`config.mk`:
```
export PLATFORM = sky130hd
export DESIGN_NAME = bytecrc_engine
export DESIGN_NICKNAME = d
export VERILOG_FILES = /design/src/rtl/crcb_pkg.sv /design/src/rtl/crcb_ctl.sv /design/src/rtl/crcb_step.sv /design/src/rtl/bytecrc_engine.sv
export SDC_FILE = /design/constraint.sdc
export NUM_CORES = 1
export LEC_CHECK = 0
export CORE_MARGIN = 2
export CORE_UTILIZATION = 30
export CTS_CLUSTER_SIZE = 24
export DETAILED_ROUTE_END_ITERATION = 12
export GPL_TIMING_DRIVEN = 0
export RECOVER_POWER = 100
export SKIP_LAST_GASP = 1
export SYNTH_ARGS = -nofsm -noshare
export SYNTH_HDL_FRONTEND = slang
export SYNTH_SLANG_ARGS = --single-unit
export TNS_END_PERCENT = 50
```
`constraint.sdc`:
```
create_clock -name clk -period 3.92 [get_ports clk]
set_input_delay 0.784 -clock clk [delete_from_list [all_inputs] [get_ports clk]]
set_output_delay 0.784 -clock clk [all_outputs]
set_load 0.02 [all_outputs]
```
`src/rtl/crcb_pkg.sv`:
```
package crcb_pkg;

   // Polynomial selection codes seen on the control port
   typedef enum logic [1:0] {
      POLY_C8  = 2'd0,
      POLY_A16 = 2'd1,
      POLY_B16 = 2'd2,
      POLY_RSV = 2'd3
   } poly_sel_e;

   localparam int unsigned NUM_POLY  = 3;
   localparam int unsigned MAX_POLYW = 16;

   // Register width used by polynomial index i
   function automatic int unsigned poly_width(input int unsigned idx);
      case (idx)
         0:       poly_width = 8;
         default: poly_width = 16;
      endcase
   endfunction

   // Generator in plain (non-reflected) form, implicit top term dropped
   function automatic logic [31:0] poly_plain(input int unsigned idx);
      case (idx)
         0:       poly_plain = 32'h0000_0007;
         1:       poly_plain = 32'h0000_8005;
         default: poly_plain = 32'h0000_1021;
      endcase
   endfunction

   // Bit-reverse the low w bits of v
   function automatic logic [31:0] bit_reverse(input logic [31:0] v, input int unsigned w);
      logic [31:0] r;
      r = '0;
      for (int unsigned k = 0; k < w; k++) r[k] = v[w-1-k];
      return r;
   endfunction

   // Mask that keeps only the bits belonging to a selection code
   function automatic logic [31:0] width_mask(input logic [1:0] sel);
      int unsigned w;
      w = poly_width(int'(sel));
      return (32'h1 << w) - 32'h1;
   endfunction

endpackage

```
`src/rtl/crcb_ctl.sv`:
```
module crcb_ctl
   import crcb_pkg::*;
(
   input  logic                clk,
   input  logic                rst_n,
   input  logic                we,
   input  logic [1:0]          sel_in,
   input  logic                lsb_in,
   input  logic                clear_in,
   output logic [1:0]          sel_q,
   output logic                lsb_q,
   output logic [1:0]          eff_sel,
   output logic                eff_lsb,
   output logic                accept,
   output logic                clr,
   output logic [NUM_POLY-1:0] poly_oh
);

   // The reserved code makes the whole write vanish
   assign accept  = we && (sel_in != POLY_RSV);
   assign clr     = accept && clear_in;
   assign eff_sel = accept ? sel_in : sel_q;
   assign eff_lsb = accept ? lsb_in : lsb_q;

   for (genvar gi = 0; gi < NUM_POLY; gi++) begin : g_oh
      assign poly_oh[gi] = (eff_sel == 2'(gi));
   end

   always_ff @(posedge clk or negedge rst_n) begin
      if (!rst_n) begin
         sel_q <= POLY_C8;
         lsb_q <= 1'b0;
      end else if (accept) begin
         sel_q <= sel_in;
         lsb_q <= lsb_in;
      end
   end

   AST_RSV_IGNORED: assert property (@(posedge clk) disable iff (!rst_n)
      (we && sel_in == POLY_RSV) |=> ($stable(sel_q) && $stable(lsb_q)));

   AST_SEL_VALID: assert property (@(posedge clk) disable iff (!rst_n)
      sel_q != POLY_RSV);

   AST_ONE_POLY: assert property (@(posedge clk) disable iff (!rst_n)
      $onehot0(poly_oh) && (poly_oh != '0));

endmodule

```
`src/rtl/crcb_step.sv`:
```
module crcb_step #(
   parameter int unsigned DATA_W = 8,
   parameter int unsigned W      = 16,
   parameter logic [31:0] POLY   = 32'h0000_1021
) (
   input  logic [W-1:0]      cur,
   input  logic [DATA_W-1:0] din,
   input  logic              lsb_first,
   output logic [W-1:0]      nxt
);
   import crcb_pkg::*;

   localparam logic [W-1:0] P_PLAIN = POLY[W-1:0];
   localparam logic [31:0]  P_REV32 = bit_reverse(POLY, W);
   localparam logic [W-1:0] P_REV   = P_REV32[W-1:0];

   if (W < 2 || W > 32) begin : g_bad_w
      $error("crcb_step: register width out of range");
   end

   logic [W-1:0] left_r;
   logic [W-1:0] right_r;

   // Left-shifting form: byte enters from its top bit
   always_comb begin
      logic fb;
      left_r = cur;
      for (int i = int'(DATA_W) - 1; i >= 0; i--) begin
         fb     = left_r[W-1] ^ din[i];
         left_r = {left_r[W-2:0], 1'b0} ^ (fb ? P_PLAIN : '0);
      end
   end

   // Right-shifting reflected form: byte enters from its bottom bit
   always_comb begin
      logic fb;
      right_r = cur;
      for (int i = 0; i < int'(DATA_W); i++) begin
         fb      = right_r[0] ^ din[i];
         right_r = {1'b0, right_r[W-1:1]} ^ (fb ? P_REV : '0);
      end
   end

   assign nxt = lsb_first ? right_r : left_r;

endmodule

```
`src/rtl/bytecrc_engine.sv`:
```
module bytecrc_engine
   import crcb_pkg::*;
#(
   parameter int unsigned DATA_W = 8,
   parameter int unsigned CRC_W  = 16
) (
   input  logic              clk,
   input  logic              rst_n,
   input  logic              ctl_we,
   input  logic [1:0]        ctl_poly,
   input  logic              ctl_lsb_first,
   input  logic              ctl_clear,
   input  logic              data_valid,
   input  logic [DATA_W-1:0] data_byte,
   output logic [CRC_W-1:0]  crc_value
);

   localparam logic [CRC_W-1:0] ZERO_CODE = '0;

   if (CRC_W < MAX_POLYW || CRC_W > 32) begin : g_bad_crc_w
      $error("bytecrc_engine: CRC_W must hold the widest polynomial");
   end
   if (DATA_W < 1 || DATA_W > 32) begin : g_bad_data_w
      $error("bytecrc_engine: DATA_W out of range");
   end

   logic [1:0]          sel_q, eff_sel;
   logic                lsb_q, eff_lsb, accept, clr;
   logic [NUM_POLY-1:0] poly_oh;
   logic [CRC_W-1:0]    crc_q, base, folded, crc_d;
   logic [CRC_W-1:0]    step_ext [NUM_POLY];

   crcb_ctl u_ctl (
      .clk      (clk),
      .rst_n    (rst_n),
      .we       (ctl_we),
      .sel_in   (ctl_poly),
      .lsb_in   (ctl_lsb_first),
      .clear_in (ctl_clear),
      .sel_q    (sel_q),
      .lsb_q    (lsb_q),
      .eff_sel  (eff_sel),
      .eff_lsb  (eff_lsb),
      .accept   (accept),
      .clr      (clr),
      .poly_oh  (poly_oh)
   );

   // Control write applies before the byte of the same cycle
   always_comb begin
      logic [31:0] msk;
      msk = width_mask(eff_sel);
      if (clr)         base = ZERO_CODE;
      else if (accept) base = crc_q & msk[CRC_W-1:0];
      else             base = crc_q;
   end

   // One byte-step per polynomial; each sees only its own width
   for (genvar gp = 0; gp < NUM_POLY; gp++) begin : g_poly
      localparam int unsigned PW = poly_width(gp);
      logic [PW-1:0] s_out;
      crcb_step #(
         .DATA_W (DATA_W),
         .W      (PW),
         .POLY   (poly_plain(gp))
      ) u_step (
         .cur       (base[PW-1:0]),
         .din       (data_byte),
         .lsb_first (eff_lsb),
         .nxt       (s_out)
      );
      if (PW == CRC_W) begin : g_full
         assign step_ext[gp] = s_out;
      end else begin : g_ext
         assign step_ext[gp] = {{(CRC_W-PW){1'b0}}, s_out};
      end
   end

   always_comb begin
      folded = '0;
      for (int i = 0; i < int'(NUM_POLY); i++)
         folded |= step_ext[i] & {CRC_W{poly_oh[i]}};
   end

   assign crc_d = data_valid ? folded : base;

   always_ff @(posedge clk or negedge rst_n) begin
      if (!rst_n) crc_q <= '0;
      else        crc_q <= crc_d;
   end

   assign crc_value = crc_q;

   AST_IDLE_HOLD: assert property (@(posedge clk) disable iff (!rst_n)
      (!ctl_we && !data_valid) |=> $stable(crc_value));

   AST_CLEAR_ZERO: assert property (@(posedge clk) disable iff (!rst_n)
      (ctl_we && ctl_clear && ctl_poly != POLY_RSV && !data_valid) |=> (crc_value == '0));

   AST_NARROW_UPPER: assert property (@(posedge clk) disable iff (!rst_n)
      (sel_q == POLY_C8) |-> (crc_q[CRC_W-1:8] == '0));

   AST_RSV_KEEPS_CODE: assert property (@(posedge clk) disable iff (!rst_n)
      (ctl_we && ctl_poly == POLY_RSV && !data_valid) |=> $stable(crc_value));

   AST_ORDER_KEPT: assert property (@(posedge clk) disable iff (!rst_n)
      (!ctl_we) |=> $stable(lsb_q));

endmodule

```
Word level (Yosys, flattened, before mapping). Cells that the tools add are included.

Register bits: 19. Bits of input ports: 16.

$add $sub $neg: 1. Eq/ne operators: 3. Shifts and indexed selects: 1. Multiplexer cells: 57. Bitwise gates (word level): 99. Reductions and logical operators: 3.

Operators with widths (number): $mux W16 (29); $xor A15 B16 Y16 (16); $xor A16 B16 Y16 (16); $mux W13 (8); $mux W8 (9); $xor A7 B8 Y8 (8); $xor A8 B8 Y8 (8); $and A16 B16 Y16 (3); $xor A1 B1 Y1 (45); $or A16 B16 Y16 (2); $mux W3 (8); $and A8 B16 Y16 (1); $shl A1 B5 Y16 const A (1); $sub A16 B1 Y16 const B (1); $mux W5 (1); $eq A2 B1 Y1 const B (1); $eq A2 B2 Y1 const B (1); $logic_and A1 B1 Y1 (2); $logic_not A2 Y1 (1); $mux W2 (1); $ne A2 B2 Y1 const B (1); $mux W1 (1).

Longest topological paths before layout.
Depth in word-level cells: 39. Depth in mapped cells: 10. Gate-level depth less buffers: 8.

Cells and area by module. Synthesis repeated with hierarchy kept, for this count alone.

Cell total of the unflattened synthesis: 304. Area, all modules: 2926.6 um^2.

By module, submodules not included: bytecrc_engine (instances 1, cells an instance 91, area an instance 969.7 um^2, seq. area each 400.4 um^2); crcb_step (g_poly[2].u_step) (instances 1, cells an instance 80, area an instance 698.2 um^2, seq. area each 0.0 um^2); crcb_step (g_poly[1].u_step) (instances 1, cells an instance 80, area an instance 694.4 um^2, seq. area each 0.0 um^2); crcb_step (g_poly[0].u_step) (instances 1, cells an instance 37, area an instance 387.9 um^2, seq. area each 0.0 um^2); crcb_ctl (instances 1, cells an instance 16, area an instance 176.4 um^2, seq. area each 75.1 um^2).

Worst setup path before layout. Ideal clock, no wire load.

Path type: input to register. From: input ctl_we. To: register crc_q[15], in the netlist crc_value[15]. Arrival: 2.729 ns. Setup slack: 1.063 ns. Stages on the path: 9. Cell sequence: or2b_1 buf_4 o211ai_2 xor2_1 xnor2_1 xor2_1 xor2_1 xor2_1 o211ai_2.

Longest elaborated chain between the ends: 38. Elaborated cells on any way between the ends: 92. Those cells by class: 1 x add/sub; 2 x eq/ne; 1 x shift; 28 x mux; 57 x bitwise; 3 x reduce/logical.

RTL lines: start, declared (line bytecrc_engine.sv:9) `input logic ctl_we,`; $logic_and A1 B1 Y1 (*) (line crcb_ctl.sv:20) `assign accept = we && (sel_in != POLY_RSV);`; $mux W2 (line crcb_ctl.sv:22) `assign eff_sel = accept ? sel_in : sel_q;`; $logic_not A2 Y1 (line crcb_pkg.sv:16, crcb_ctl.sv:26); $mux W5 (line crcb_pkg.sv:16) `case (idx)`; $shl A1 B5 Y16 (line crcb_pkg.sv:43) `return (32'h1 << w) - 32'h1;`; $sub A16 B1 Y16 (line crcb_pkg.sv:43); $and A16 B16 Y16 (line bytecrc_engine.sv:54) `else if (accept) base = crc_q & msk[CRC_W-1:0];`; $mux W16 (line bytecrc_engine.sv:54); (+22 left out); $xor A1 B1 Y1 (on tied branches) (line crcb_step.sv:29, crcb_step.sv:39); $mux W16 (on tied branches) (line crcb_step.sv:30, crcb_step.sv:40); $xor A16 B16 Y16 or $xor A15 B16 Y16 (tied branches) (line crcb_step.sv:30, crcb_step.sv:40); $mux W16 (line crcb_step.sv:44) `assign nxt = lsb_first ? right_r : left_r;`; $and A16 B16 Y16 (line bytecrc_engine.sv:82) `folded |= step_ext[i] & {CRC_W{poly_oh[i]}};`; $or A16 B16 Y16 (2 in series) (line bytecrc_engine.sv:82); $mux W16 (*) (line bytecrc_engine.sv:85) `assign crc_d = data_valid ? folded : base;`; via crc_d[15] (line bytecrc_engine.sv:30) `logic [CRC_W-1:0] crc_q, base, folded, crc_d;`; end signal, assigned (line bytecrc_engine.sv:89) `else crc_q <= crc_d;`; end, declared (line bytecrc_engine.sv:30).

Mark *: on every way through the listed nets, which the timed path passes. The rest lies on a longest branch.

Worst setup path after layout. Same ends and word-level chain as after synthesis.

==> reports/qor.yml <==
path_delay_family: "XOR/XNOR gates"
routedWlPerCell_um: 18.97
critical_path_buf_inv_count: 2
cp_max_fo: 10
cap_violations: 0
wl_met2_mm: 3.837
antenna_found_initial: 0
slowest_delay_ns: 0.58
synth_cell_types: 50
dr.pass1.iters: 5
io_pins: 32
dp_hpwl_mm: 6.303
cts_tree: "built"
grt_pass1_vias: 2273
stdcell_count: 421
start_kind: "input pin"
fmax_ghz: 0.2710
drc_errors: 0
insertedDiodeCount: 0
worst_pin_slew_ns: 1.082
syn-cell-area_mm2: 0.002599
drt-initial-drc-count: 240
final_cell_mix: "xnor2_1 (50), xor2_1 (25), o21ai_0 (21)"
setup_slack_ns: 0.2297
seqCellArea_um2: 475.5
die_y_um: 97.07
fin_worst_skew_ns: 0.003220
top_layer: "met4"
worstSkewPairLatency_ns: 0.27
outcome: "finished clean"
syn_avg_cell_area_um2: 9.215
cp.arrival_ns: 3.85
finalCritPeriodShare: 0.9414
power_density_mw_per_mm2: 826.2
cp_cell_sequence: "clkdlybuf4s50_1 -> or2b_1 -> buf_2 -> o211ai_2 -> xor2_2 -> xnor2_1 -> xor2_1 -> xor2_1 -> xor2_1 -> o211ai_2"
drv_slew: 0
setup_viol: 0
met1Wirelength_mm: 3.601
met3_length_um: 436
synth_seq_cells: 19
nets: 333
irDropWorstVdd_uv: 261.1
syn_inst: 282
grt_max_degree: 20
htreeDepth: 1
dieWidth_um: 97.07
rows: 33
grt_pass1_wl_mm: 12.84
synth-seq-area-share: 0.1830
coreArea_mm2: 0.008299
cp.required_ns: 4.07
synth-edff-count: 0
drive_gt1_frac: 0.1108
final_common_cell: "xnor2_1"
fillers: 834
synthArstFlopShare: 1.000
cp_slowest_cell: "clkdlybuf4s50_1"
p_leak_nw: 1.107
slew_headroom: 0.2762
clkSlewWorstSetupHoldPaths_ns: 0.08
dp_slack_ns: -0.04354
tns_ns: 0
cts_buffers: 3
num_vias: 2337
start_util: 0.3131
syn_to_final_growth_pct: 18.30
die_area_mm2: 0.009423
worstSetupEndpointType: "flop"
rsz0062_at_grt: "no"
cts_setup_buffers: 0
clkSinkCount: 19
cpMostUsedCell: "xor2_1"
final.min_clock_period_ns: 3.690
min_path_type: "flop to flop"
multiInputGateArea_mm2: 0.002044
dp_cells: 417
place_area_mm2: 0.003030
postLayoutCellArea_mm2: 0.003074
ant_nets: 0
gp_congestion: 0.9635
ys.flop_type: "dfrtp_1"
ctsRootBufferMaster: "clkbuf_8"
critPathKind: "input pin to flop"
port_buffers: 30
grt_use_total: 0.1696
clock_path_buffers: 2
yosys_warnings: 0
grt.overflow.total: 0
synth_fp_nets: 298
hold_violations: 0
via_per_inst: 5.551
wirelength_mm: 7.987
layer usage:
layer	vias up	track usage
li1	1079	-
met1	1149	0.2352
met2	100	0.2826
met3	9	0.01727
met4	0	0.04442
met5	-	0
power breakdown:
part | switching (mW) | internal [mW] | total (mW)
Clock | 0.0755 | 0.0727 | 0.148
Sequential | 0.0501 | 0.265 | 0.315
Combinational | 1.15 | 0.929 | 2.08
Total | 1.27 | 1.27 | 2.54
worst min-delay path: stages, from the launching register on:
cell and delay [ns]:
dfrtp_1 0.42, nor2_1 0.06, nor2_1 0.08
state kept, by name, summed over array words and instances (netlist names):
register	count
crc_value	16
u_ctl.sel_q	2
u_ctl.lsb_q	1
worst paths after layout:
check / cells past startpoint / from / endpoint / slack (ns)
max reg2reg: 7 / crc_value[6] / crc_value[5] / 1.39
max: 10 / ctl_we / crc_value[15] / 0.23
min: 2 / u_ctl.sel_q[0] / u_ctl.sel_q[0] / 0.59
min reg2reg: 2 / u_ctl.sel_q[0] / u_ctl.sel_q[0] / 0.59
min in group asynchronous: 1 / rst_n / crc_value[7] / 1.08
max in group asynchronous: 1 / rst_n / u_ctl.lsb_q / 2.27
cells by family (layout without fill, tap and decap cells):
kind of cell / Yosys count / count (layout) / share of synthesized area
AO/OA/AOI/OAI: 93 / 93 / 0.2735
XOR/XNOR: 90 / 90 / 0.3789
AND/OR/NAND/NOR: 51 / 51 / 0.09196
flip-flops: 19 / 19 / 0.1830
buffers and inverters: 18 / 52 / 0.03033
multiplexers: 11 / 11 / 0.04237
metrics by stage:
| stage | util | power, mW | hold WS, ns |
|---|---|---|---|
| after global routing | 0.3704 | 2.710 | 0.6722 |
| after CTS | 0.3706 | 2.541 | 0.5897 |
| after global placement | 0.3651 | 2.386 | 0.5679 |
| final | 0.3704 | 2.540 | 0.5931 |
| after floorplan | - | 1.892 | 0.4884 |
| after detailed placement | 0.3651 | 2.386 | 0.5692 |
cells in the mapped netlist (all sizes together) (2+ instances only):
master   n  area share
clkbuf   9       0.013
or2b     2      0.0058
nor2b    5       0.012
xnor3    3       0.026
a221oi   5       0.017
xor2    32        0.14
o22ai    5       0.012
o32ai    2      0.0067
and2     2      0.0048
nand2   13       0.019
mux2i   11       0.042
nor3     3      0.0058
o221ai   6       0.020
nand3    3      0.0058
nor2    19       0.027
a31oi    4      0.0096
clkinv   2      0.0029
xnor2   54        0.20
a22oi    2      0.0058
a21boi   4       0.014
o211ai  13       0.054
a21oi   17       0.033
o21ai   26       0.067
buf      6       0.013
dfrtp   19        0.18
repair_timing:
action	CTS	global route
setup endpoints to repair	0	1
hold buffers	0	0
gates resized for setup	0	2
cell type report:
cell class	instances	share of cell area
Multi-Input combinational cell	245	0.6650
Sequential cell	19	0.1547
Timing Repair Buffer	30	0.09768
Tap cell	105	0.04274
Buffer	15	0.02157
Clock buffer	4	0.01465
Inverter	3	0.003663
(Power assumes the default switching activity.)
